**src/rtl/tap_pkg.sv**
```systemverilog
package tap_pkg;
  localparam int IR_WIDTH = 4;

  localparam logic [IR_WIDTH-1:0] OP_EXTEST  = 4'b0000;
  localparam logic [IR_WIDTH-1:0] OP_SAMPLE  = 4'b0001;
  localparam logic [IR_WIDTH-1:0] OP_CLAMP   = 4'b0010;
  localparam logic [IR_WIDTH-1:0] OP_IDCODE  = 4'b0011;
  localparam logic [IR_WIDTH-1:0] OP_BYPASS  = 4'b1111;
  localparam logic [IR_WIDTH-1:0] IR_CAPTURE = 4'b0001;

  typedef enum logic [3:0] {
    StReset, StIdle,
    StSelDr, StCapDr, StShDr, StEx1Dr, StPauseDr, StEx2Dr, StUpDr,
    StSelIr, StCapIr, StShIr, StEx1Ir, StPauseIr, StEx2Ir, StUpIr
  } tapState_e;

  typedef struct packed {
    logic captureDr;
    logic shiftDr;
    logic updateDr;
    logic captureIr;
    logic shiftIr;
    logic updateIr;
    logic resetIr;
  } tapStrobe_t;
endpackage

```
**src/rtl/tap_ctrl.sv**
```systemverilog
module tap_ctrl
  import tap_pkg::*;
(
  input  logic       tck,
  input  logic       trstN,
  input  logic       tms,
  output tapStrobe_t strobe
);
  tapState_e state, nextState;

  always_comb begin
    case (state)
      StReset:   nextState = tms ? StReset : StIdle;
      StIdle:    nextState = tms ? StSelDr : StIdle;
      StSelDr:   nextState = tms ? StSelIr : StCapDr;
      StCapDr:   nextState = tms ? StEx1Dr : StShDr;
      StShDr:    nextState = tms ? StEx1Dr : StShDr;
      StEx1Dr:   nextState = tms ? StUpDr : StPauseDr;
      StPauseDr: nextState = tms ? StEx2Dr : StPauseDr;
      StEx2Dr:   nextState = tms ? StUpDr : StShDr;
      StUpDr:    nextState = tms ? StSelDr : StIdle;
      StSelIr:   nextState = tms ? StReset : StCapIr;
      StCapIr:   nextState = tms ? StEx1Ir : StShIr;
      StShIr:    nextState = tms ? StEx1Ir : StShIr;
      StEx1Ir:   nextState = tms ? StUpIr : StPauseIr;
      StPauseIr: nextState = tms ? StEx2Ir : StPauseIr;
      StEx2Ir:   nextState = tms ? StUpIr : StShIr;
      StUpIr:    nextState = tms ? StSelDr : StIdle;
      default:   nextState = StReset;
    endcase
  end

  always_ff @(posedge tck or negedge trstN) begin
    if (!trstN) state <= StReset;
    else        state <= nextState;
  end

  always_comb begin
    strobe.captureDr = (state == StCapDr);
    strobe.shiftDr   = (state == StShDr);
    strobe.updateDr  = (state == StUpDr);
    strobe.captureIr = (state == StCapIr);
    strobe.shiftIr   = (state == StShIr);
    strobe.updateIr  = (state == StUpIr);
    strobe.resetIr   = (state == StReset);
  end

  // Independent count of consecutive mode-select-high edges
  logic [2:0] tmsHighCnt;
  always_ff @(posedge tck or negedge trstN) begin
    if (!trstN)              tmsHighCnt <= '0;
    else if (!tms)           tmsHighCnt <= '0;
    else if (tmsHighCnt != 3'd5) tmsHighCnt <= 3'(tmsHighCnt + 3'd1);
  end


  five_high_reset_chk: assert property (@(posedge tck) disable iff (!trstN)
    (tmsHighCnt == 3'd5) |-> (state == StReset));
endmodule

```
**src/rtl/tap_dpath.sv**
```systemverilog
module tap_dpath
  import tap_pkg::*;
#(
  parameter int          NUM_IN  = 4,
  parameter int          NUM_OUT = 4,
  parameter logic [30:0] ID_HIGH = 31'h15A3C0E7
) (
  input  logic               tck,
  input  logic               trstN,
  input  logic               tdi,
  input  tapStrobe_t         strobe,
  input  logic [NUM_IN-1:0]  pinIn,
  input  logic [NUM_OUT-1:0] coreOut,
  output logic               tdo,
  output logic               tdoEn,
  output logic [NUM_OUT-1:0] pinOut,
  output logic               scanMode
);
  localparam int CHAIN    = NUM_IN + NUM_OUT;
  localparam int ID_WIDTH = 32;

  logic [IR_WIDTH-1:0] irShift, irReg;
  logic                bypassBit;
  logic [ID_WIDTH-1:0] idShift;
  logic [CHAIN-1:0]    bsrShift;
  logic [NUM_OUT-1:0]  updLatch;
  logic selId, selBsr, extMode, serialOut;

  // Instruction register
  always_ff @(posedge tck or negedge trstN) begin
    if (!trstN) begin
      irShift <= '0;
      irReg   <= OP_IDCODE;
    end else begin
      if (strobe.captureIr)    irShift <= IR_CAPTURE;
      else if (strobe.shiftIr) irShift <= {tdi, irShift[IR_WIDTH-1:1]};
      if (strobe.resetIr)       irReg <= OP_IDCODE;
      else if (strobe.updateIr) irReg <= irShift;
    end
  end

  always_comb begin
    selId   = (irReg == OP_IDCODE);
    selBsr  = (irReg == OP_EXTEST) || (irReg == OP_SAMPLE);
    extMode = (irReg == OP_EXTEST) || (irReg == OP_CLAMP);
  end

  // Data registers
  always_ff @(posedge tck or negedge trstN) begin
    if (!trstN) begin
      bypassBit <= 1'b0;
      idShift   <= '0;
      bsrShift  <= '0;
      updLatch  <= '0;
    end else begin
      if (strobe.captureDr) begin
        bypassBit <= 1'b0;
        if (selId)  idShift  <= {ID_HIGH, 1'b1};
        if (selBsr) bsrShift <= {coreOut, pinIn};
      end else if (strobe.shiftDr) begin
        if (selId)                bypassBit <= bypassBit;
        else if (!selBsr)         bypassBit <= tdi;
        if (selId)  idShift  <= {tdi, idShift[ID_WIDTH-1:1]};
        if (selBsr) bsrShift <= {tdi, bsrShift[CHAIN-1:1]};
      end else if (strobe.updateDr && selBsr) begin
        updLatch <= bsrShift[CHAIN-1:NUM_IN];
      end
    end
  end

  // Output cells: one multiplexer per pin
  for (genvar i = 0; i < NUM_OUT; i++) begin : g_outCell
    assign pinOut[i] = extMode ? updLatch[i] : coreOut[i];
  end
  assign scanMode = extMode;

  always_comb begin
    if (strobe.shiftIr)  serialOut = irShift[0];
    else if (selId)      serialOut = idShift[0];
    else if (selBsr)     serialOut = bsrShift[0];
    else                 serialOut = bypassBit;
  end

  // Falling-edge output stage
  always_ff @(negedge tck or negedge trstN) begin
    if (!trstN) begin
      tdo   <= 1'b0;
      tdoEn <= 1'b0;
    end else begin
      tdo   <= serialOut;
      tdoEn <= strobe.shiftDr | strobe.shiftIr;
    end
  end


  tdo_enable_state_chk: assert property (@(posedge tck) disable iff (!trstN)
    tdoEn |-> (strobe.shiftDr || strobe.shiftIr));


  reset_loads_id_chk: assert property (@(posedge tck) disable iff (!trstN)
    strobe.resetIr |=> (irReg == OP_IDCODE));


  bypass_delay_chk: assert property (@(posedge tck) disable iff (!trstN)
    (strobe.shiftDr && !selId && !selBsr) |=> (bypassBit == $past(tdi)));


  clamp_latch_hold_chk: assert property (@(posedge tck) disable iff (!trstN)
    (irReg == OP_CLAMP) |=> $stable(updLatch));
endmodule

```
**src/rtl/tap_port_top.sv**
```systemverilog
module tap_port_top
  import tap_pkg::*;
#(
  parameter int          NUM_IN  = 4,
  parameter int          NUM_OUT = 4,
  parameter logic [30:0] ID_HIGH = 31'h15A3C0E7
) (
  input  logic               tck,
  input  logic               tms,
  input  logic               trstN,
  input  logic               tdi,
  output logic               tdo,
  output logic               tdoEn,
  input  logic [NUM_IN-1:0]  pinIn,
  input  logic [NUM_OUT-1:0] coreOut,
  output logic [NUM_OUT-1:0] pinOut,
  output logic               scanMode
);
  tapStrobe_t strobe;

  tap_ctrl u_ctrl (
    .tck    (tck),
    .trstN  (trstN),
    .tms    (tms),
    .strobe (strobe)
  );

  tap_dpath #(
    .NUM_IN  (NUM_IN),
    .NUM_OUT (NUM_OUT),
    .ID_HIGH (ID_HIGH)
  ) u_dpath (
    .tck      (tck),
    .trstN    (trstN),
    .tdi      (tdi),
    .strobe   (strobe),
    .pinIn    (pinIn),
    .coreOut  (coreOut),
    .tdo      (tdo),
    .tdoEn    (tdoEn),
    .pinOut   (pinOut),
    .scanMode (scanMode)
  );
endmodule

```
**config.mk**
```make
export PLATFORM = sky130hd
export DESIGN_NAME = tap_port_top
export DESIGN_NICKNAME = d
export VERILOG_FILES = /design/src/rtl/tap_pkg.sv /design/src/rtl/tap_ctrl.sv /design/src/rtl/tap_dpath.sv /design/src/rtl/tap_port_top.sv
export SDC_FILE = /design/constraint.sdc
export NUM_CORES = 1
export LEC_CHECK = 0
export BUFFER_PORTS_ARGS = -buffer_cell sky130_fd_sc_hd__buf_4
export CAP_MARGIN = 20
export CORE_AREA = 3 3 79 88
export CTS_CLUSTER_SIZE = 16
export DETAILED_ROUTE_END_ITERATION = 16
export DIE_AREA = 0 0 82 91
export GPL_ROUTABILITY_DRIVEN = 0
export SETUP_SLACK_MARGIN = 0.2
export SLEW_MARGIN = 20
export SYNTH_ARGS = -nofsm -noshare
export SYNTH_HDL_FRONTEND = slang
export SYNTH_HIERARCHICAL = 1
export SYNTH_SLANG_ARGS = --single-unit
```
**constraint.sdc**
```tcl
create_clock -name tck -period 2.4 [get_ports tck]
set_input_delay 0.36 -clock tck [delete_from_list [all_inputs] [get_ports tck]]
set_output_delay 0.36 -clock tck [all_outputs]
set_load 0.005 [all_outputs]
```
==> results of run 1 <==
[path summary, 6_finish.rpt]
| path | cells past startpoint | start | slack (ns) | to |
|---|---|---|---|---|
| setup / recovery | 3 | u_dpath/irReg[3] | -0.21 | u_dpath/tdo |
| hold / removal | 3 | pinIn[2] | 0.31 | u_dpath/bsrShift[2] |
| hold reg to reg | 2 | u_dpath/idShift[14] | 0.48 | u_dpath/idShift[14] |
| min in group asynchronous | 2 | trstN | 0.49 | u_ctrl/state[0] |
| max in group asynchronous | 2 | trstN | 0.56 | u_dpath/tdo |
| setup reg to reg | 3 | u_dpath/irReg[3] | -0.21 | u_dpath/tdo |
[state kept, by name, indices dropped and copies added (netlist names)]
name               flops
u_ctrl/state           4
u_dpath/tdo            1
u_dpath/idShift       32
u_dpath/bsrShift       8
u_dpath/irShift        4
u_dpath/tdoEn          1
u_dpath/irReg          4
u_dpath/bypassBit      1
u_dpath/updLatch       4
[cells in the final DEF (no fill, tap or decap), types with 2 or more instances in the layout]
master / count
nor3b_1: 2
nand2b_1: 19
dfrtn_1: 2
o21ai_2: 2
inv_1: 2
nor3_1: 3
mux2i_1: 13
clkbuf_8: 12
buf_6: 2
dfrtp_1: 55
nor2_1: 28
a21oi_1: 2
a211o_1: 3
mux2_4: 4
o21ai_0: 35
clkinv_2: 2
o22ai_1: 2
buf_4: 35
nand4b_1: 2
clkbuf_1: 2
dfstp_2: 2
nand2_1: 48
o21ai_1: 6
mux2_2: 5
nor2b_1: 8
or2b_1: 2
[per-stage QoR]
stage	utilization, %	instances	power (mW)	setup TNS, ns
after global placement	48.8	377	3.02	-0.233
after detailed placement	48.8	377	3.06	-0.268
after global routing	52.9	397	4.28	-0.284
after CTS	52.9	397	3.96	-0.225
final	52.9	397	3.91	-0.211
after floorplan	-	283	2.66	-0.297
[what timing repair did]
action                                 4_1_cts  5_1_grt
gates resized for setup                     11        0
hold buffers                                 1        0
buffers inserted                             3        0
setup endpoints to repair                    8        8
pin swaps                                    2        1
endpoints found under the hold margin       19        0
[critical path, cell delays in order, from the launching register on]
cell and delay, ns:
dfrtp_1 0.38, or2_4 0.26, a221o_2 0.35, mux2_2 0.26
[synthesized netlist by cell type, drive strengths merged (2+ instances only)]
master	number	share of area (%)
dfrtp	55	50
nand2	49	6.7
o21ai	43	8.1
nor2	29	4.0
nand2b	20	4.6
mux2i	13	4.7
clkbuf	12	1.6
mux2	9	3.7
buf	8	2.2
nor2b	8	1.8
nor3	4	0.73
a211o	3	0.96
a21oi	2	0.37
a221o	2	0.78
dfrtn	2	1.8
dfstp	2	1.9
inv	2	0.27
nand4b	2	0.64
nor3b	2	0.55
o22ai	2	0.46
or2	2	0.46
or2b	2	0.55
[power groups by stage]
| stage | clock, mW | sequential, mW | combinational, mW |
|---|---|---|---|
| after CTS | 0.842 | 1.63 | 1.49 |
| after global placement | 0 | 1.63 | 1.39 |
| after global routing | 0.892 | 1.68 | 1.71 |
| after floorplan | 0 | 1.59 | 1.07 |
| final | 0.813 | 1.63 | 1.47 |
| after detailed placement | 0 | 1.64 | 1.42 |
[layout make-up]
type                       instances  area, sq um
fill                             582         2900
sequential                        59         1480
multi-input combinational        202         1190
timing repair buffer              38          295
clock buffer                      14          173
tap                               80          100
clock inverter                     2         10.0
inverter                           2         7.51
[cell families after synthesis]
logic type             synth area share, %
multiplexers                          8.45
AND/OR/NAND/NOR                       20.9
buffers and inverters                 4.16
AO/OA/AOI/OAI                         12.2
flip-flops                            54.0
XOR/XNOR                             0.320
[metal layers]
metal | track usage, % | vias to the layer above | wire (um)
met2 | 22.2 | 25 | 2300
met1 | 22.7 | 901 | 2550
met4 | 6.23 | 0 | 82
met5 | 0 | - | 0
met3 | 4.37 | 6 | 157
li1 | - | 1003 | -
==> impl_metrics.toml, run 1 <==
[run_status]
status = "finished, violations left"
violations = "setup timing"

[power_and_ir_drop]
power_frac_seq_pct = 41.6
netSwitchingFraction_pct = 35.3
combPwrFrac_pct = 37.6
switchingPower_mw = 1.38
static-leakage-power_nw = 1.48
irDropWorstVdd_mv = 0.741
p_int_mw = 2.53
power_frac_clock_pct = 20.8
powerDensity_nw_per_um2 = 1200

[setup_path]
startpoint_type = "flip-flop"
crit_fanout = 3
worstSetupPathType = "flip-flop to flip-flop"
cp-end-kind = "flip-flop"
required_ns = 1.36
critPathArrivalTime_ns = 1.57

[cts]
root_buffer = "clkbuf_8"
clk-insertion-delay-late_ns = 0.33
tritoncts = "built"
numCtsBuffers = 9
cts.reportedPaths.clkPinSlew_ns = 0.06
cts.htree.levels = 3
clock-sinks = 59
clk_path_buf_depth = 2

[timing]
whs_ns = 0.306
finalClockSkew_ns = 0.00844
grt_setup_unrepaired = "yes"
slew_viol_final = 0
worst_slack_ns = -0.211
max_slew_margin_pct = 52.5
hold_viol = 0
worst_pin_slew_ns = 0.707
setup_violations = 1

[die]
core_area_sq_um = 6160
rows = 30
dieArea_sq_um = 7460
fp.dieW_um = 82
ios = 19
initial_core_util_pct = 44.5
die_h_um = 91

[synth]
synth_flop_cell = "dfrtp_1"
syn_area_sq_um = 2740
postSynthCellCount = 283
synth-edff-count = 0
synth_fp_nets = 295
synth_cell_type_count = 38
async_reset_ff_share_pct = 100
synth.avg_cell_area_sq_um = 9.68
yosysSeqAreaShare_pct = 54.0
ys_warn_count = 6
synth_seq_cells = 59

[routing]
drt_iter0_markers = 150
vias_per_cell = 4.87
num_vias = 1935
dr.pass1.iters = 6
drt-total-wl_um = 5090
post_drt_wl_per_cell_um = 12.8
ant_nets = 0
drcViolationCount = 0

[cells_and_area]
drive_gt1_share_pct = 22.4
antenna_cells = 0
nNetsFinal = 324
areaGrowthSynthToFinish_pct = 18.9
final_cell_area_sq_um = 3260

[grt]
grt_usage_pct = 15.7
grt_max_degree = 65
grt_overflow = 0
antenna_found_initial = 0
grt_pass1_wl_um = 9110
grt_pass1_vias = 1869

[placement]
dp_hpwl_um = 3350
port-buffer-count = 18
post-place-ws_ns = -0.268
placed_area_sq_um = 3000

[worst_hold_path]
hold_path_class = "primary input to flip-flop"

[run]
cap_viol_max_count = 0
No activity file was read; power rests on OpenSTA's default activity.
==> run 2: changes to the inputs <==
==> constraint.sdc (replaced) <==
create_clock -name tck -period 2.4 [get_ports tck]
set_input_delay 0.6 -clock tck [delete_from_list [all_inputs] [get_ports tck]]
set_output_delay 0.6 -clock tck [all_outputs]
set_load 0.005 [all_outputs]
==> run 2 against run 1 <==
  * The run still ends with setup timing left
  * Flip-flop and latch count stayed put
  * Sequential share of layout area shrank 1.1 points
  * Non-clock buffer count up 2
  * Register-to-register slack hardly changed
==> impl_metrics.toml, run 2 (same netlist as run 1, synthesis figures left out) <==
[timing]
setup_violations = 7
grt_setup_unrepaired = "yes"
max_slew_margin_pct = 53.6
tns_ns = -0.983
worst_slack_ns = -0.210
whs_ns = 0.0631
worst_pin_slew_ns = 0.690
hold_viol = 0
finalClockSkew_ns = 0.0101
slew_viol_final = 0

[setup_path]
crit_chain = "buf_6"
critPathTopFamily = "flip-flops"
worst-path-buf-inv = 1
startpoint_type = "flip-flop"
slowest_stage = "dfrtn_1"
r2r-start = "u_dpath/irReg[3]"
critPathArrivalTime_ns = 2.01
slowest_delay_ns = 0.40
cp-end-kind = "primary output"
worstSetupStartpoint = "u_dpath/tdo"
required_ns = 1.80
crit_fanout = 1
worstSetupPathType = "flip-flop to primary output"

[cells_and_area]
seqCellArea_sq_um = 1480
multi_input_area_sq_um = 1210
largest_reg_flops = 32
largestRegisters = "u_dpath/idShift x32, u_dpath/bsrShift x8"
layout_commonest_cell = "dfrtp_1"
antenna_cells = 0
nNetsFinal = 326
areaGrowthSynthToFinish_pct = 21.7
drive_gt1_share_pct = 24.5
regMostFlops = "u_dpath/idShift"
mostFrequentLayoutCells = "dfrtp_1 (55), nand2_1 (48), o21ai_0 (35), buf_4 (32), nor2_1 (27)"
fillers = 569
post-route-util_pct = 54.2

[routing]
drt_iter0_markers = 147
drcViolationCount = 0
post_drt_wl_per_cell_um = 13.3
vias_per_cell = 5.05
dr.pass1.iters = 5
num_vias = 2014
ant_nets = 0
drt-total-wl_um = 5290

[run]
cap_viol_max_count = 0

[die]
rows = 30
die_h_um = 91
initial_core_util_pct = 44.5
ios = 19
dieArea_sq_um = 7460
core_area_sq_um = 6160
fp.dieW_um = 82

[cts]
clk_path_buf_depth = 2
clock-sinks = 59
cts.htree.levels = 3
numCtsBuffers = 9
tritoncts = "built"
root_buffer = "clkbuf_8"
clk-insertion-delay-late_ns = 0.33
cts.reportedPaths.clkPinSlew_ns = 0.06

[placement]
port-buffer-count = 18
dp_hpwl_um = 3340

[power_and_ir_drop]
powerDensity_nw_per_um2 = 1230
irDropWorstVdd_mv = 0.561
static-leakage-power_nw = 1.51

[grt]
grt_max_degree = 60
grt_overflow = 0
grt_pass1_wl_um = 9090
grt_usage_pct = 15.8
antenna_found_initial = 0
grt_pass1_vias = 1899

[run_status]
status = "finished, violations left"
violations = "setup timing"

[worst_hold_path]
hold_path_class = "primary input to asynchronous set/reset pin"
-- run 2: worst paths after layout --
check,cells past startpoint,slack [ns],endpoint
max,1,-0.21,tdo
min,1,0.06,u_ctrl/state[1]
max reg2reg,3,-0.21,u_dpath/tdo
min reg2reg,2,0.48,u_dpath/idShift[10]
max in group asynchronous,1,1.09,u_dpath/tdo
min in group tck,2,0.48,u_dpath/idShift[10]
-- run 2: power breakdown --
group	internal, mW	total, mW	switching, mW
Clock	0.502	0.880	0.378
Combinational	0.755	1.58	0.826
Sequential	1.40	1.64	0.240
-- run 2: through the flow --
| stage | cells | total power [mW] | setup slack, ns | instance area [sq um] |
|---|---|---|---|---|
| 2_1_floorplan | 283 | 2.66 | -0.246 | 2760 |
| 3_3_place_gp | 378 | 3.06 | -0.224 | 3020 |
| 3_5_place_dp | 378 | 3.10 | -0.245 | 3020 |
| 4_1_cts | 398 | 4.12 | -0.218 | 3320 |
| 5_1_grt | 399 | 4.44 | -0.256 | 3330 |
| 6_report | 399 | 4.10 | -0.210 | 3330 |
-- run 2: area by class of cell --
class / instances / share of cell area, %
inverters: 2 / 0.225
flip-flops and latches: 59 / 44.4
well taps: 80 / 3.00
multi-input cells: 202 / 36.4
repair buffers: 40 / 10.2
clock buffers: 11 / 4.24
clock inverters: 5 / 1.58
-- run 2: per-layer routing --
metal	up-vias	global-route usage (%)	wire length [um]
li1	1014	-	-
met2	48	22.1	2430
met4	0	7.62	60
met1	946	22.6	2540
met3	6	4.37	254
met5	-	0	0
-- run 2: what timing repair did --
action,4_1_cts,5_1_grt
setup buffers,4,1
gates cloned,0,0
pin swaps,4,1
gates resized for setup,19,2
endpoints found under the setup margin,8,9
hold buffers,0,0
==> run 3: changes to the inputs <==
CORE_AREA = 2 2 78 87   (was 3 3 79 88)
DIE_AREA = 0 0 80 89   (was 0 0 82 91)
PLACE_DENSITY = 0.63   (was default)
==> run 3 against run 2 <==
  * Wire length shrank 4.7%
  * Sequential power hardly changed
  * Cell count down 0.75%
  * Highest routed layer unchanged
  * The flow still finishes with violations (setup timing)
  * Clock power up 12%
==> impl_metrics.toml, run 3 (same netlist as run 1, synthesis figures left out) <==
[setup_path]
required_ns = 1.80
r2r_cells = 3
worst-path-buf-inv = 1
slowest_stage = "dfrtn_1"
cp-end-kind = "primary output"
crit_fanout = 1
worstSetupPathType = "flip-flop to primary output"
slowest_delay_ns = 0.41
r2r-end = "u_dpath/tdo"
critPathArrivalTime_ns = 2.04
rrSetupSlack_ns = -0.24
startpoint_type = "flip-flop"
crit_chain = "buf_4"
r2r-start = "u_dpath/irReg[2]"
critPathTopFamily = "flip-flops"

[routing]
drt-total-wl_um = 5040
ant_nets = 0
dr.pass1.iters = 4
post_drt_wl_per_cell_um = 12.7
num_vias = 1960
drcViolationCount = 0
drt_iter0_markers = 99
vias_per_cell = 4.95

[grt]
grt_max_degree = 65
grt_overflow = 0
grt_usage_pct = 16.6
antenna_found_initial = 0
grt_pass1_vias = 1910
grt_pass1_wl_um = 9000

[die]
fp.dieW_um = 80
rows = 30
die_h_um = 89
initial_core_util_pct = 44.5
core_area_sq_um = 6160
ios = 19
dieArea_sq_um = 7120

[cells_and_area]
mostFrequentLayoutCells = "dfrtp_1 (55), nand2_1 (48), o21ai_0 (35), buf_4 (28), nor2_1 (27)"
layout_commonest_cell = "dfrtp_1"
drive_gt1_share_pct = 23.1
seqCellArea_sq_um = 1480
fillers = 564
areaGrowthSynthToFinish_pct = 21.4
nNetsFinal = 323
largestRegisters = "u_dpath/idShift x32, u_dpath/bsrShift x8"
post-route-util_pct = 54.0
largest_reg_flops = 32
antenna_cells = 0
regMostFlops = "u_dpath/idShift"
multi_input_area_sq_um = 1210

[cts]
numCtsBuffers = 9
cts.htree.levels = 3
clock-sinks = 59
tritoncts = "built"
root_buffer = "clkbuf_8"
clk_path_buf_depth = 2
clk-insertion-delay-late_ns = 0.33
cts.reportedPaths.clkPinSlew_ns = 0.07

[timing]
tns_ns = -0.681
setup_violations = 3
whs_ns = 0.101
slew_viol_final = 0
finalClockSkew_ns = 0.0104
max_slew_margin_pct = 56.8
grt_setup_unrepaired = "yes"
worst_slack_ns = -0.240
hold_viol = 0
worst_pin_slew_ns = 0.643

[placement]
dp_hpwl_um = 3330
port-buffer-count = 18
post-place-ws_ns = -0.248

[power_and_ir_drop]
static-leakage-power_nw = 1.50
p_total_mw = 4.15
powerDensity_nw_per_um2 = 1250
irDropWorstVdd_mv = 0.632

[run_status]
status = "finished, violations left"
violations = "setup timing"

[worst_hold_path]
hold_path_class = "primary input to asynchronous set/reset pin"

[run]
cap_viol_max_count = 0
-- run 3: how the worst max path moves through the flow --
| stage | from | cells past startpoint | end | slack (ns) |
|---|---|---|---|---|
| after global routing | u_dpath/tdo | 1 | tdo | -0.27 |
| after global placement | u_dpath/irReg[2] | 3 | u_dpath/tdo | -0.23 |
| after detailed placement | u_dpath/irReg[2] | 3 | u_dpath/tdo | -0.25 |
| after CTS | u_dpath/tdo | 1 | tdo | -0.26 |
| final | u_dpath/tdo | 1 | tdo | -0.24 |
| after floorplan | u_dpath/irReg[2] | 4 | u_dpath/tdo | -0.25 |
-- run 3: area by class of cell --
type | instances | share of cell area, %
clock inverter | 4 | 2.22
inverter | 2 | 0.226
tap | 80 | 3.01
multi-input combinational | 202 | 36.3
clock buffer | 12 | 4.36
sequential | 59 | 44.5
timing repair buffer | 37 | 9.37
-- run 3: where the power goes --
part | internal [mW] | switching, mW | total (mW)
clock | 0.613 | 0.373 | 0.987
sequential | 1.40 | 0.228 | 1.63
combinational | 0.715 | 0.820 | 1.54
-- run 3: metrics by stage --
step | instance area (sq um) | instances
6_report | 3330 | 396
2_1_floorplan | 2760 | 283
3_3_place_gp | 3020 | 379
5_1_grt | 3330 | 396
3_5_place_dp | 3020 | 379
4_1_cts | 3310 | 396
-- run 3: repair_timing --
action                                  in CTS  in global routing
pin swaps                                    1                  1
hold buffers                                 0                  0
setup buffers                                1                  0
endpoints found under the setup margin       8                  8
resized for setup                           17                  5
-- run 3: metal layers --
layer / GRT usage, % / vias to the layer above / part of all wire (%)
met2: 24.6 / 26 / 45
li1: - / 1008 / -
met3: 5.66 / 7 / 3.5
met4: 6.93 / 0 / 1.5
met5: 0 / - / 0
met1: 22.3 / 919 / 50
